<file path="config.mk">
export PLATFORM = sky130hd
export DESIGN_NAME = serial_tx_flow
export DESIGN_NICKNAME = d
export VERILOG_FILES = /design/src/rtl/sertx_pkg.sv /design/src/rtl/sertx_sync.sv /design/src/rtl/sertx_baud.sv /design/src/rtl/sertx_fsm.sv /design/src/rtl/serial_tx_flow.sv
export SDC_FILE = /design/constraint.sdc
export NUM_CORES = 1
export LEC_CHECK = 0
export ABC_CLOCK_PERIOD_IN_PS = 1560
export BUFFER_PORTS_ARGS = -buffer_cell sky130_fd_sc_hd__buf_2
export CORE_ASPECT_RATIO = 0.9
export CORE_UTILIZATION = 25
export CTS_BUF_LIST = sky130_fd_sc_hd__clkbuf_8
export CTS_CLUSTER_DIAMETER = 50
export CTS_CLUSTER_SIZE = 20
export DETAILED_ROUTE_END_ITERATION = 10
export GPL_ROUTABILITY_DRIVEN = 0
export SLEW_MARGIN = 0
export SYNTH_ARGS = -nofsm -noshare
export SYNTH_HDL_FRONTEND = slang
export SYNTH_HIERARCHICAL = 1
export SYNTH_SLANG_ARGS = --single-unit
export TNS_END_PERCENT = 1
</file>
<file path="constraint.sdc">
create_clock -name clk_i -period 1.56 [get_ports clk_i]
set_input_delay 0.312 -clock clk_i [delete_from_list [all_inputs] [get_ports clk_i]]
set_output_delay 0.312 -clock clk_i [all_outputs]
set_load 0.01 [all_outputs]
</file>
<file path="src/rtl/sertx_pkg.sv">
package sertx_pkg;
  localparam int unsigned FRAME_DATA_BITS = 8;

  typedef enum logic [2:0] {
    ST_IDLE  = 3'd0,
    ST_HOLD  = 3'd1,
    ST_START = 3'd2,
    ST_DATA  = 3'd3,
    ST_STOP  = 3'd4
  } tx_state_e;
endpackage

</file>
<file path="src/rtl/sertx_sync.sv">
module sertx_sync #(
  parameter int unsigned STAGES    = 2,
  parameter logic        RESET_VAL = 1'b1
) (
  input  logic clk_i,
  input  logic rst_ni,
  input  logic async_i,
  output logic sync_o
);
  logic [STAGES-1:0] chain_q;

  generate
    for (genvar g = 0; g < STAGES; g++) begin : g_stage
      if (g == 0) begin : g_first
        always_ff @(posedge clk_i or negedge rst_ni) begin
          if (!rst_ni) chain_q[0] <= RESET_VAL;
          else         chain_q[0] <= async_i;
        end
      end else begin : g_next
        always_ff @(posedge clk_i or negedge rst_ni) begin
          if (!rst_ni) chain_q[g] <= RESET_VAL;
          else         chain_q[g] <= chain_q[g-1];
        end
      end
    end
  endgenerate

  assign sync_o = chain_q[STAGES-1];
endmodule

</file>
<file path="src/rtl/sertx_baud.sv">
module sertx_baud #(
  parameter int unsigned CLKS_PER_BIT = 16
) (
  input  logic clk_i,
  input  logic rst_ni,
  input  logic restart_i,
  output logic tick_o
);
  localparam int unsigned CNT_W = (CLKS_PER_BIT > 2) ? $clog2(CLKS_PER_BIT) : 1;
  localparam logic [CNT_W-1:0] LAST = CNT_W'(CLKS_PER_BIT - 1);

  logic [CNT_W-1:0] cnt_q;

  assign tick_o = (cnt_q == LAST);

  always_ff @(posedge clk_i or negedge rst_ni) begin
    if (!rst_ni)        cnt_q <= '0;
    else if (restart_i) cnt_q <= '0;
    else if (tick_o)    cnt_q <= '0;
    else                cnt_q <= cnt_q + 1'b1;
  end
endmodule

</file>
<file path="src/rtl/sertx_fsm.sv">
module sertx_fsm
  import sertx_pkg::*;
(
  input  logic                       clk_i,
  input  logic                       rst_ni,
  input  logic                       hdx_i,
  input  logic                       cts_hold_i,
  input  logic                       bit_tick_i,
  input  logic                       in_valid_i,
  input  logic [FRAME_DATA_BITS-1:0] in_data_i,
  output logic                       in_ready_o,
  output logic                       restart_o,
  output logic                       tx_o,
  output logic                       line_active_o,
  output tx_state_e                  state_o
);
  localparam int unsigned IDX_W = $clog2(FRAME_DATA_BITS);
  localparam logic [IDX_W-1:0] LAST_IDX = IDX_W'(FRAME_DATA_BITS - 1);

  tx_state_e                  st_q, st_d;
  logic [FRAME_DATA_BITS-1:0] sh_q, sh_d;
  logic [IDX_W-1:0]           idx_q, idx_d;
  logic                       may_start;
  logic                       take;

  // Half duplex ignores CTS; flow control lets a byte start only on a low CTS
  assign may_start = hdx_i || !cts_hold_i;

  always_comb begin
    st_d       = st_q;
    sh_d       = sh_q;
    idx_d      = idx_q;
    in_ready_o = (st_q == ST_IDLE) || ((st_q == ST_STOP) && bit_tick_i);
    take       = in_valid_i && in_ready_o;
    unique case (st_q)
      ST_IDLE: begin
        if (take) begin
          sh_d = in_data_i;
          st_d = may_start ? ST_START : ST_HOLD;
        end
      end
      ST_HOLD: begin
        if (may_start) st_d = ST_START;
      end
      ST_START: begin
        if (bit_tick_i) begin
          st_d  = ST_DATA;
          idx_d = '0;
        end
      end
      ST_DATA: begin
        if (bit_tick_i) begin
          sh_d = sh_q >> 1;
          if (idx_q == LAST_IDX) st_d = ST_STOP;
          else                   idx_d = idx_q + 1'b1;
        end
      end
      ST_STOP: begin
        if (bit_tick_i) begin
          if (take) begin
            sh_d = in_data_i;
            st_d = may_start ? ST_START : ST_HOLD;
          end else begin
            st_d = ST_IDLE;
          end
        end
      end
      default: st_d = ST_IDLE;
    endcase
  end

  always_ff @(posedge clk_i or negedge rst_ni) begin
    if (!rst_ni) begin
      st_q  <= ST_IDLE;
      sh_q  <= '0;
      idx_q <= '0;
    end else begin
      st_q  <= st_d;
      sh_q  <= sh_d;
      idx_q <= idx_d;
    end
  end

  // Bit timer restarts on the edge that enters the start bit
  assign restart_o = (st_d == ST_START) && (st_q != ST_START);

  always_comb begin
    unique case (st_q)
      ST_START: tx_o = 1'b0;
      ST_DATA:  tx_o = sh_q[0];
      default:  tx_o = 1'b1;
    endcase
  end

  assign line_active_o = (st_q == ST_START) || (st_q == ST_DATA) || (st_q == ST_STOP);
  assign state_o       = st_q;
endmodule

</file>
<file path="src/rtl/serial_tx_flow.sv">
module serial_tx_flow
  import sertx_pkg::*;
#(
  parameter int unsigned CLKS_PER_BIT = 16,
  parameter int unsigned SYNC_STAGES  = 2
) (
  input  logic                       clk_i,
  input  logic                       rst_ni,
  input  logic                       mode_i,
  input  logic                       s_valid_i,
  output logic                       s_ready_o,
  input  logic [FRAME_DATA_BITS-1:0] s_data_i,
  input  logic                       cts_i,
  output logic                       tx_o,
  output logic                       de_o,
  output logic                       busy_o
);
  logic      cts_sync;
  logic      bit_tick;
  logic      restart;
  logic      line_active;
  tx_state_e st_q;

  // Reset value high: nothing starts until a low CTS has been seen
  sertx_sync #(
    .STAGES   (SYNC_STAGES),
    .RESET_VAL(1'b1)
  ) u_cts_sync (
    .clk_i  (clk_i),
    .rst_ni (rst_ni),
    .async_i(cts_i),
    .sync_o (cts_sync)
  );

  sertx_baud #(
    .CLKS_PER_BIT(CLKS_PER_BIT)
  ) u_baud (
    .clk_i    (clk_i),
    .rst_ni   (rst_ni),
    .restart_i(restart),
    .tick_o   (bit_tick)
  );

  sertx_fsm u_fsm (
    .clk_i        (clk_i),
    .rst_ni       (rst_ni),
    .hdx_i        (mode_i),
    .cts_hold_i   (cts_sync),
    .bit_tick_i   (bit_tick),
    .in_valid_i   (s_valid_i),
    .in_data_i    (s_data_i),
    .in_ready_o   (s_ready_o),
    .restart_o    (restart),
    .tx_o         (tx_o),
    .line_active_o(line_active),
    .state_o      (st_q)
  );

  assign de_o   = mode_i && line_active;
  assign busy_o = (st_q != ST_IDLE);
endmodule

</file>
Word level (Yosys, flattened, before mapping). Cells that the tools add are included.

Flip-flop bits (word level): 20. Input port bits: 13.

Add/sub/neg operators: 2. Equal/unequal tests: 12. Multiplexer cells: 20. Reductions and logical operators: 15.

Operator list (count): $mux 3 (10); $mux 8 (3); $pmux 8 s3 (1); $pmux 3 s5 (1); $eq 3x2->1 const B (3); $mux 4 (2); $eq 3x3->1 const B (2); $ne 2x1->1 const B (3); $pmux 3 s2 (1); $reduce_bool 3->1 (2); $add 4x1->4 const B (1); $eq 4x4->1 const B (1); $logic_and 1x1->1 (4); $logic_or 1x1->1 (4); $reduce_and 4->1 (1); $add 3x1->3 const B (1); $eq 3x1->1 const B (1); $logic_not 3->1 (1); $ne 3x2->1 const B (1); $reduce_and 3->1 (1); $mux 2 (1); $ne 2x2->1 const B (1); $pmux 1 s2 (1); $reduce_bool 2->1 (1); $logic_not 1->1 (1).

Logic depth before layout (Yosys ltp). Gate-level depths: netlist of the first run.

Depth in word-level cells: 10. Gate-level depth with buffers: 7. Depth with buffers taken out: 6.

Cells and area by module. Netlist of the first run, hierarchy kept.

By module, submodules not included: sertx_fsm (instances 1, cells an instance 83, area each 818.3 um^2, sequential area each 350.3 um^2); sertx_baud (instances 1, cells an instance 15, area each 178.9 um^2, sequential area each 100.1 um^2); sertx_sync (instances 1, cells an instance 2, area each 52.6 um^2, sequential area each 52.6 um^2); serial_tx_flow (instances 1, cells an instance 2, area each 12.5 um^2, sequential area each 0.0 um^2).

Worst setup path after synthesis of the first run. No wires, ideal clock.

Path type: register -> register. Start: reg u_baud.cnt_q[0]. End: reg u_fsm.sh_q[0]. Setup time: 0.076 ns. Arrival time: 1.594 ns. Setup slack: -0.111 ns. Cell stages (with the launch flop): 8. Path buffers: 1. Period minus slack after synthesis: 1.671 ns. Path through: dfrtp_1 > ha_1 > and3_1 > nand2b_1 > a31oi_4 > buf_6 > nand2_1 > o21ai_1.

Cells in the longest elaborated chain, start to end: 7. Elaborated cells on any way between the ends: 10.

Ends and longest elaborated chain: from (decl) (RTL line sertx_baud.sv:12) `logic [CNT_W-1:0] cnt_q;`; from (signal assigned) (RTL line sertx_baud.sv:20) `else cnt_q <= cnt_q + 1'b1;`; $eq 4x4->1 (*) (RTL line sertx_baud.sv:14) `assign tick_o = (cnt_q == LAST);`; via bit_tick (RTL line serial_tx_flow.sv:19) `logic bit_tick;`; $logic_and 1x1->1 (RTL line sertx_fsm.sv:33) `in_ready_o = (st_q == ST_IDLE) || ((st_q == ST_STOP) && bit_tick_i);`; $logic_or 1x1->1 (RTL line sertx_fsm.sv:33); $logic_and 1x1->1 (RTL line sertx_fsm.sv:34) `take = in_valid_i && in_ready_o;`; $mux 8 (2 in a row); $pmux 8 s3; to (signal assigned) (RTL line sertx_fsm.sv:75) `sh_q <= '0;`; to (signal assigned) (RTL line sertx_fsm.sv:79) `sh_q <= sh_d;`; to (decl) (RTL line sertx_fsm.sv:21) `logic [FRAME_DATA_BITS-1:0] sh_q, sh_d;`.

Mark *: on every way through the listed nets, which the timed path passes. The rest lies on a longest branch. The select of a mux whose other input is x is not followed. A chain may end at the register's enable or synchronous reset.

Worst setup path in the final report of the first run.
Start: reg u_baud.cnt_q[0]. End: reg u_fsm.sh_q[7].

The elaborated chain is that of the path after synthesis.

==> results of run 1 <==
==> cell usage after synthesis (all sizes together) <==
library cell and instances:
dfrtp 18, nand2 18, o21ai 14, mux2i 7
buf 5, ha 3, nand2b 3, nor2b 3
a21oi 2, a22o 2, a22oi 2, dfstp 2
inv 2, nand4b 2, nor2 2, nor3 2
a211oi 1, a21o 1, a222oi 1, a31o 1
a31oi 1, and2 1, and2b 1, and3 1
and4b 1, nand3 1, nand3b 1, o31a 1
or2 1, or3 1, xnor2 1
==> layout make-up <==
| cell class | count | area [um^2] | share of cell area |
|---|---|---|---|
| multi-input cells | 75 | 547 | 0.381 |
| flip-flops and latches | 20 | 505 | 0.352 |
| repair buffers | 35 | 260 | 0.181 |
| well taps | 48 | 60.1 | 0.0418 |
| clock buffers | 4 | 55.1 | 0.0384 |
| inverters | 2 | 7.51 | 0.00523 |
==> what timing repair did <==
item / in CTS / in global routing
setup endpoints to repair: 4 / 17
buffers inserted: 3 / 5
gates resized for setup: 6 / 6
pin swaps: 1 / 4
cloned: 0 / 1
==> metrics by stage <==
step | std cells | util | hold WS, ns
2_1_floorplan | 102 | - | 0.0164
3_3_place_gp | 171 | 0.308 | 0.281
3_5_place_dp | 171 | 0.308 | 0.285
4_1_cts | 178 | 0.331 | 0.00261
5_1_grt | 184 | 0.352 | 0.0211
6_report | 184 | 0.352 | -0.00551
==> final timing paths <==
| kind | slack (ns) | end | cells past startpoint |
|---|---|---|---|
| min | -0.006 | u_fsm/sh_q[3] | 1 |
| min in group clk_i | 0.15 | u_cts_sync/chain_q[0] | 1 |
| max in group asynchronous | 1.22 | u_cts_sync/chain_q[0] | 1 |
| min reg2reg | 0.36 | u_cts_sync/sync_o | 0 |
| max reg2reg | -0.09 | u_fsm/sh_q[7] | 8 |
| max | -0.09 | u_fsm/sh_q[7] | 8 |
==> critical path: cells and delay by family (launching register included) <==
family,cells,cell delay [ns]
DFF,1,0.39
and+or+nand+nor,3,0.39
buffers and inverters,2,0.33
AOI/OAI and AO/OA,2,0.28
adders and majority gates,1,0.20
==> state kept, by name, indices dropped and copies added, names as in the netlist <==
signal / cells
u_fsm/sh_q: 8
u_baud/cnt_q: 4
u_fsm/idx_q: 3
u_fsm/state_o: 3
u_cts_sync/chain_q: 1
u_cts_sync/sync_o: 1
==> where the power goes <==
group	switching, mW	internal [mW]
Clock	0.169	0.225
Combinational	0.288	0.372
Sequential	0.0976	0.632
==> routing by layer <==
layer / up-vias / track usage
li1: 434 / -
met4: 0 / 0.0375
met3: 2 / 0.0189
met1: 417 / 0.124
met5: - / 0
met2: 20 / 0.188
==> cell families (layout without fill, tap and decap cells) <==
family          after synthesis  after routing  synth area share
fa+ha+maj                     3              3            0.0353
simple gates                 38             38             0.192
compound gates               26             26             0.177
xor+xnor                      1              1           0.00825
buf+inv                       7             41            0.0483
mux                           7              7            0.0660
flops                        20             20             0.473
==> results_tabular.tex, run 1 <==
\begin{tabular}{lr}
\hline
Metric & Value \\
\hline
\multicolumn{2}{l}{\textbf{Synth}} \\
\quad Number of synthesized register bits & 20 \\
\quad Share of Yosys cell area claimed by the top area cell type & 0.424 \\
\quad Post-synthesis instance area & 0.00106 mm\^{}2 \\
\quad Area contributors post-synth & sky130\_fd\_sc\_hd\_\_dfrtp\_1 42\%, sky130\_fd\_sc\_hd\_\_mux2i\_1 6.6\%, sky130\_fd\_sc\_hd\_\_nand2\_1 6.4\% \\
\quad Synthesized netlist cell count & 102 \\
\quad Post-synthesis cell type with the largest combined area & sky130\_fd\_sc\_hd\_\_dfrtp\_1 \\
\quad Sequential element share of the synthesized area & 0.473 \\
\quad Number of synthesis warnings & 6 \\
\quad Net Count, Synth & 118 \\
\quad Unique cell type count in the Yosys netlist & 37 \\
\quad Mean area per synthesized cell & 10.4 um\^{}2 \\
\multicolumn{2}{l}{\textbf{Placement}} \\
\quad Placed wire-length estimate & 1630 um \\
\quad Placed standard-cell area & 0.00125 mm\^{}2 \\
\quad Pre-CTS worst setup slack & 0.00440 ns \\
\quad Port-buffer cells & 16 \\
\multicolumn{2}{l}{\textbf{STA}} \\
\quad Peak Freq & 606 MHz \\
\quad Final critical path time including I/O delays and setup & 1.65 ns \\
\quad Worst-case clock skew & 0.00356 ns \\
\quad Count of final hold-check violations & 9 \\
\quad Setup TNS Final & -0.956 ns \\
\quad Final clock period utilization by the worst path & 1.06 \\
\quad Setup repair after global routing missed its margin & true \\
\quad Setup Viol. Count Final & 16 \\
\quad Worst hold slack across all endpoints & -0.00551 ns \\
\quad Slew of the pin with the lowest slew margin & 0.462 ns \\
\quad PnR worst setup slack & -0.0900 ns \\
\quad Worst relative slew slack & 0.692 \\
\quad Max-slew violation count & 0 \\
\multicolumn{2}{l}{\textbf{Setup path}} \\
\quad Max stage delay on crit path & 0.39 ns \\
\quad CP startpoint & u\_baud/cnt\_q[0] \\
\quad Launching element type of the critical path & register \\
\quad WP data arrival & 1.84 ns \\
\quad Beginning of the worst register-to-register path & u\_baud/cnt\_q[0] \\
\quad Critical path, cell by cell & ha\_2 -> and3\_4 -> buf\_6 -> and4b\_4 -> a31oi\_4 -> clkbuf\_16 -> nand2\_2 -> o21ai\_1 \\
\quad Largest driver fanout on the critical path & 8 \\
\quad Worst Path Class, Setup & reg -> reg \\
\quad Critical Path End Type & register \\
\quad Required time at the endpoint of the critical path & 1.75 ns \\
\quad Slowest cell on the critical path & sky130\_fd\_sc\_hd\_\_dfrtp\_1 \\
\multicolumn{2}{l}{\textbf{Route}} \\
\quad Highest Signal Layer & met4 \\
\quad Met2 wire length & 1180 um \\
\quad Drt pass-1 iters & 5 \\
\quad Post-route DRC violation count & 0 \\
\quad Detailed-route wire length per cell & 12.5 um \\
\quad Via count & 873 \\
\quad Via density per instance & 4.74 \\
\quad Remaining antenna violation count after routing & 0 \\
\quad Routed WL & 2310 um \\
\quad DR iter-0 viols & 28 \\
\quad Met3 wire length & 96 um \\
\quad Routed metal-1 wirelength & 1010 um \\
\multicolumn{2}{l}{\textbf{Floorplanning}} \\
\quad Overall die area & 0.00451 mm\^{}2 \\
\quad Die width & 70.7 um \\
\quad Die Y & 63.8 um \\
\quad Number of I/O pins & 17 \\
\quad Starting Density & 0.261 \\
\quad Placement row count & 22 \\
\quad Std-Cell Core Area & 0.00407 mm\^{}2 \\
\multicolumn{2}{l}{\textbf{Hold path}} \\
\quad Kind of path behind the tightest hold check & in -> async \\
\multicolumn{2}{l}{\textbf{Cells and area}} \\
\quad Area overhead of the layout relative to synthesis & 35.1\% \\
\quad Fraction of layout cells with a size suffix above 1 & 0.449 \\
\quad Ant. Diodes & 0 \\
\quad Most frequent cells in the layout & 16 x sky130\_fd\_sc\_hd\_\_buf\_2, 16 x sky130\_fd\_sc\_hd\_\_dfrtp\_1, 16 x sky130\_fd\_sc\_hd\_\_nand2\_1 \\
\quad Final net count & 153 \\
\quad Final non-filler cell area & 0.00144 mm\^{}2 \\
\quad Number of fillers in the final layout & 414 \\
\multicolumn{2}{l}{\textbf{Pwr}} \\
\quad Static power due to leakage & 0.624 nW \\
\quad Maximum resistive drop on vdd & 0.508 mV \\
\quad Power per cell area & 1240 mW/mm\^{}2 \\
\quad Tot Pwr & 1.78 mW \\
\multicolumn{2}{l}{\textbf{CTS}} \\
\quad Root Driver & sky130\_fd\_sc\_hd\_\_clkbuf\_8 \\
\quad Num Clock Sinks & 20 \\
\quad Skew-Pair Late Insertion Delay & 0.26 ns \\
\quad Clock-pin slew on the worst setup and hold paths & 0.07 ns \\
\quad Number of H-tree branching levels & 1 \\
\quad Number of hold buffers added after CTS & 0 \\
\quad Clock buffer depth & 2 \\
\quad CTS tree & yes \\
\quad Total CTS buffers & 3 \\
\multicolumn{2}{l}{\textbf{Run status}} \\
\quad Result of the run & finished, violations left \\
\quad Violations in the final reports & negative hold slack, negative setup slack \\
\multicolumn{2}{l}{\textbf{Global route}} \\
\quad Via count of the first global-routing pass & 858 \\
\quad GRT overflow & 0 \\
\quad Initial antenna violation count & 0 \\
\quad Maximum number of pins on one net before global-route repair & 21 \\
\quad First-pass GRT wire length & 3680 um \\
\quad Global routing usage summed across all routing layers & 0.104 \\
\multicolumn{2}{l}{\textbf{Flow run}} \\
\quad Number of max-cap violations & 0 \\
\hline
\end{tabular}
Power figures use the tool's default switching activity.
==> inputs of run 2 (changes only) <==
- CORE_MARGIN: not set -> 2
- SYNTH_HIERARCHICAL: 1 -> not set
==> run 2 against run 1 <==
The run still ends with negative hold slack, negative setup slack left; count of clock-buffer cells in the layout decreased by 1; register-to-register slack about the same; worst hold slack got worse by 0.0068 ns; final area increased by 12%; first-iteration DRC count decreased by 64%; largest cell class unchanged; highest routed layer unchanged.
==> results_tabular.tex, run 2 <==
\begin{tabular}{lr}
\hline
Metric & Value \\
\hline
\multicolumn{2}{l}{\textbf{Run status}} \\
\quad Result of the run & finished, violations left \\
\quad Violations in the final reports & negative hold slack, negative setup slack \\
\multicolumn{2}{l}{\textbf{Cells and area}} \\
\quad Largest registers in the final layout & u\_fsm.sh\_q (8), u\_baud.cnt\_q (4) \\
\quad Number of fillers in the final layout & 444 (+7.2\%) \\
\quad Number of flip-flops under the largest register name & 8 (unchanged) \\
\quad Fraction of layout cells with a size suffix above 1 & 0.521 (+0.0720) \\
\quad Final net count & 163 (+6.5\%) \\
\quad Final instance count without filler cells & 206 (+12\%) \\
\quad Ant. Diodes & 0 (unchanged) \\
\quad Most frequent cells in the layout & 20 x sky130\_fd\_sc\_hd\_\_buf\_4, 16 x sky130\_fd\_sc\_hd\_\_dfrtp\_1, 14 x sky130\_fd\_sc\_hd\_\_buf\_2 \\
\quad Most common cell after layout, fill and taps aside & sky130\_fd\_sc\_hd\_\_buf\_4 \\
\quad Combined area of the multi-input logic cells & 672 um\^{}2 (+23\%) \\
\quad Final non-filler cell area & 0.00161 mm\^{}2 (+12\%) \\
\quad Top reg by flops & u\_fsm.sh\_q \\
\quad Area occupied by registers & 505 um\^{}2 (unchanged) \\
\quad Area overhead of the layout relative to synthesis & 44.7\% \\
\multicolumn{2}{l}{\textbf{Global route}} \\
\quad Initial antenna violation count & 0 (unchanged) \\
\quad First-pass GRT wire length & 4230 um (+15\%) \\
\quad Maximum number of pins on one net before global-route repair & 21 (unchanged) \\
\quad Global routing usage summed across all routing layers & 0.111 (+0.00627) \\
\quad GRT overflow & 0 (unchanged) \\
\quad Via count of the first global-routing pass & 939 (+9.4\%) \\
\multicolumn{2}{l}{\textbf{Synth}} \\
\quad Unique cell type count in the Yosys netlist & 38 (+2.7\%) \\
\quad Main combinational cell family by area after synthesis & simple AND/OR/NAND/NOR gates \\
\quad Compound-gate portion of the synthesized area & 0.191 (+0.0148) \\
\quad Share of synthesized registers carrying an async set or reset & 1.00 (unchanged) \\
\quad Cell with the most instances after synthesis & sky130\_fd\_sc\_hd\_\_dfrtp\_1 \\
\quad Post-synthesis instance area & 0.00111 mm\^{}2 (+4.6\%) \\
\quad Post-synthesis cell type with the largest combined area & sky130\_fd\_sc\_hd\_\_dfrtp\_1 \\
\quad Synthesized netlist cell count & 108 (+5.9\%) \\
\quad Mean area per synthesized cell & 10.3 um\^{}2 (-1.2\%) \\
\quad Main synth FF type & sky130\_fd\_sc\_hd\_\_dfrtp\_1 \\
\quad Number of synthesized register bits & 20 (unchanged) \\
\quad Post-Synth Simple-Gate Area & 0.208 (+0.0163) \\
\quad Sequential element share of the synthesized area & 0.453 (-0.0208) \\
\quad Multiplexer area fraction after synthesis & 0.0631 (-0.00290) \\
\quad Net Count, Synth & 124 (+5.1\%) \\
\quad Area contributors post-synth & sky130\_fd\_sc\_hd\_\_dfrtp\_1 41\%, sky130\_fd\_sc\_hd\_\_mux2i\_1 6.3\%, sky130\_fd\_sc\_hd\_\_dfstp\_2 4.7\% \\
\quad Synth Area in Adders & 0.0338 (-0.00155) \\
\quad Number of synthesis warnings & 0 (-6) \\
\quad Share of Yosys cell area claimed by the top area cell type & 0.405 (-0.0186) \\
\quad Commonest cells in the synthesized netlist & 18 x sky130\_fd\_sc\_hd\_\_dfrtp\_1, 11 x sky130\_fd\_sc\_hd\_\_nand2\_1, 11 x sky130\_fd\_sc\_hd\_\_nor2\_1, 8 x sky130\_fd\_sc\_hd\_\_a21oi\_1, 7 x sky130\_fd\_sc\_hd\_\_mux2i\_1 \\
\quad Number of enable-type register cells in the synthesized netlist & 0 (unchanged) \\
\quad Parity-gate share of the synthesized area counting xor and xnor cells & 0.00788 (-0.000362) \\
\multicolumn{2}{l}{\textbf{Pwr}} \\
\quad Power spent charging and discharging nets & 930 uW (+68\%) \\
\quad Clock network fraction of total power & 0.189 (-0.032) \\
\quad Maximum resistive drop on vdd & 0.714 mV (+41\%) \\
\quad Static power due to leakage & 0.736 nW (+18\%) \\
\quad Flop pwr share & 0.311 (-0.098) \\
\quad Combinational fraction of design power & 0.501 (+0.131) \\
\quad Switching share of total power & 0.345 (+0.0344) \\
\quad Internal Power & 1.76 mW (+43\%) \\
\quad Power per cell area & 1670 mW/mm\^{}2 (+35\%) \\
\multicolumn{2}{l}{\textbf{Route}} \\
\quad Routed WL & 2430 um (+5.2\%) \\
\quad Post-route DRC violation count & 0 (unchanged) \\
\quad Remaining antenna violation count after routing & 0 (unchanged) \\
\quad Detailed-route wire length per cell & 11.8 um (-6.0\%) \\
\quad Via count & 915 (+4.8\%) \\
\quad DR iter-0 viols & 10 (-64\%) \\
\quad Drt pass-1 iters & 3 (-2) \\
\quad Via density per instance & 4.44 (-6.4\%) \\
\multicolumn{2}{l}{\textbf{CTS}} \\
\quad Skew-Pair Late Insertion Delay & 0.26 ns (about the same) \\
\quad Num Clock Sinks & 20 (unchanged) \\
\quad Total CTS buffers & 3 (unchanged) \\
\quad Number of H-tree branching levels & 1 (unchanged) \\
\quad CTS tree & yes \\
\quad Root Driver & sky130\_fd\_sc\_hd\_\_clkbuf\_8 \\
\quad Clock-pin slew on the worst setup and hold paths & 0.07 ns (about the same) \\
\quad Clock buffer depth & 2 (unchanged) \\
\multicolumn{2}{l}{\textbf{STA}} \\
\quad Slew of the pin with the lowest slew margin & 0.448 ns (-0.0141 ns) \\
\quad Setup repair after global routing missed its margin & true \\
\quad Worst relative slew slack & 0.701 (+0.00938) \\
\quad Worst hold slack across all endpoints & -0.0123 ns (-0.00679 ns) \\
\quad Final critical path time including I/O delays and setup & 1.70 ns (+0.0509 ns) \\
\quad PnR worst setup slack & -0.141 ns (-0.0509 ns) \\
\quad Max-slew violation count & 0 (unchanged) \\
\quad Count of final hold-check violations & 10 (+1) \\
\quad Final clock period utilization by the worst path & 1.09 (+0.0326) \\
\quad Setup TNS Final & -0.533 ns (+0.423 ns) \\
\quad Peak Freq & 588 MHz (-3.0\%) \\
\quad Setup Viol. Count Final & 7 (-9) \\
\quad Worst-case clock skew & 0.00587 ns (+0.00231 ns) \\
\multicolumn{2}{l}{\textbf{Setup path}} \\
\quad FF-to-FF setup slack & -0.08 ns (about the same) \\
\quad WP data arrival & 1.39 ns (-0.45 ns) \\
\quad Cells on worst reg2reg path & 6 (-2) \\
\quad WP buf/inv & 2 (unchanged) \\
\quad Beginning of the worst register-to-register path & u\_baud.cnt\_q[1] \\
\quad Largest driver fanout on the critical path & 3 (-5) \\
\quad Kind of cell adding the most delay to the critical path & flip-flops \\
\quad Worst Path Class, Setup & reg -> out \\
\quad Slowest cell on the critical path & sky130\_fd\_sc\_hd\_\_dfrtp\_1 \\
\quad Endpoint of the most critical register-to-register path & u\_baud.cnt\_q[1] \\
\quad Launching element type of the critical path & register \\
\quad Required time at the endpoint of the critical path & 1.25 ns (-0.50 ns) \\
\quad Critical path, cell by cell & ha\_4 -> nand3\_4 -> nand2\_4 -> buf\_6 -> and2\_4 -> buf\_6 \\
\quad Most frequent cell on the critical path & sky130\_fd\_sc\_hd\_\_buf\_6 \\
\quad Critical Path End Type & output pin \\
\quad Max stage delay on crit path & 0.41 ns (+0.02 ns) \\
\multicolumn{2}{l}{\textbf{Floorplanning}} \\
\quad Overall die area & 0.00499 mm\^{}2 (+11\%) \\
\quad Die Y & 67.2 um (+5.3\%) \\
\quad Starting Density & 0.266 (+0.00480) \\
\quad Die width & 74.3 um (+5.0\%) \\
\quad Std-Cell Core Area & 0.00418 mm\^{}2 (+2.7\%) \\
\quad Number of I/O pins & 17 (unchanged) \\
\quad Placement row count & 22 (unchanged) \\
\multicolumn{2}{l}{\textbf{Placement}} \\
\quad Port-buffer cells & 16 (unchanged) \\
\quad Placed cell count & 199 (+16\%) \\
\quad Pre-CTS worst setup slack & -0.103 ns (-0.108 ns) \\
\quad Placed standard-cell area & 0.00141 mm\^{}2 (+12\%) \\
\quad Placed wire-length estimate & 1850 um (+13\%) \\
\multicolumn{2}{l}{\textbf{Flow run}} \\
\quad Number of max-cap violations & 0 (unchanged) \\
\multicolumn{2}{l}{\textbf{Hold path}} \\
\quad Kind of path behind the tightest hold check & in -> async \\
\hline
\end{tabular}
==> run 2: cell count changes after synthesis, moves of 2 or more <==
cell | previous run | this run
sky130_fd_sc_hd__o21ai_1 | 8 | 1
sky130_fd_sc_hd__a21oi_1 | 1 | 8
sky130_fd_sc_hd__nand2_1 | 18 | 11
sky130_fd_sc_hd__nor2_1 | 2 | 11
sky130_fd_sc_hd__a22oi_1 | 2 | 0
sky130_fd_sc_hd__a21oi_2 | 1 | 3
sky130_fd_sc_hd__o21ai_2 | 2 | 0
sky130_fd_sc_hd__nand4b_1 | 2 | 0
sky130_fd_sc_hd__a31oi_1 | 0 | 2
==> run 2: cell families after synthesis <==
| group | count (synthesis) |
|---|---|
| AO/OA/AOI/OAI | 29 |
| multiplexers | 7 |
| adder cells (fa/ha/maj) | 3 |
| flip-flops | 20 |
| AND/OR/NAND/NOR | 41 |
| buffers and inverters | 7 |
| XOR/XNOR | 1 |
==> run 2: how the worst max path moves through the flow <==
stage | slack [ns] | end | cells past startpoint | from
after global routing | -0.20 | s_ready_o | 6 | u_baud.cnt_q[1]
final | -0.14 | s_ready_o | 6 | u_baud.cnt_q[1]
after CTS | -0.16 | s_ready_o | 6 | u_baud.cnt_q[1]
after global placement | -0.03 | u_baud.cnt_q[3] | 6 | u_fsm.state_o[1]
after detailed placement | -0.10 | u_baud.cnt_q[3] | 5 | u_cts_sync.sync_o
after floorplan | -0.02 | u_baud.cnt_q[3] | 7 | u_fsm.idx_q[0]
==> run 2: area by class of cell <==
| type | count | share of cell area |
|---|---|---|
| multi-input combinational | 81 | 0.418 |
| sequential | 20 | 0.314 |
| timing repair buffer | 39 | 0.172 |
| tap | 60 | 0.0467 |
| clock buffer | 3 | 0.0257 |
| clock inverter | 1 | 0.0187 |
| inverter | 2 | 0.00467 |
==> run 2: layer usage <==
layer,global-route usage,share of wire,vias to the layer above,wire (um)
met3,0.0358,0.041,2,100
met4,0.0134,0.0016,0,4
li1,-,-,462,-
met1,0.137,0.42,436,1020
met5,0,0,-,0
met2,0.194,0.54,15,1300
==> run 2: stage by stage <==
step / utilization / power (mW)
after floorplan: - / 1.61
after global placement: 0.336 / 1.91
after detailed placement: 0.336 / 1.97
after CTS: 0.367 / 2.59
after global routing: 0.384 / 2.90
final: 0.384 / 2.69
==> run 2: timing repair <==
action,4_1_cts,5_1_grt
gates resized for setup,10,18
endpoints found under the setup margin,14,15
pin swaps,2,4
buffers inserted,2,1
hold buffers,0,0
endpoints found under the hold margin,0,0
==> run 2: worst register-to-register path, stage by stage, from the launching register on <==
cell and delay (ns):
sky130_fd_sc_hd__dfrtp_1 0.41, sky130_fd_sc_hd__ha_4 0.19, sky130_fd_sc_hd__and3_4 0.20, sky130_fd_sc_hd__and2_4 0.16, sky130_fd_sc_hd__o2bb2ai_2 0.12, sky130_fd_sc_hd__nor4b_4 0.35, sky130_fd_sc_hd__nor2b_1 0.09
==> run 2: power groups by stage <==
stage / combinational (mW) / sequential, mW / clock [mW]
6_report: 1.35 / 0.836 / 0.508
3_5_place_dp: 1.13 / 0.843 / 0
3_3_place_gp: 1.09 / 0.828 / 0
2_1_floorplan: 0.789 / 0.817 / 0
5_1_grt: 1.49 / 0.860 / 0.556
4_1_cts: 1.23 / 0.831 / 0.529
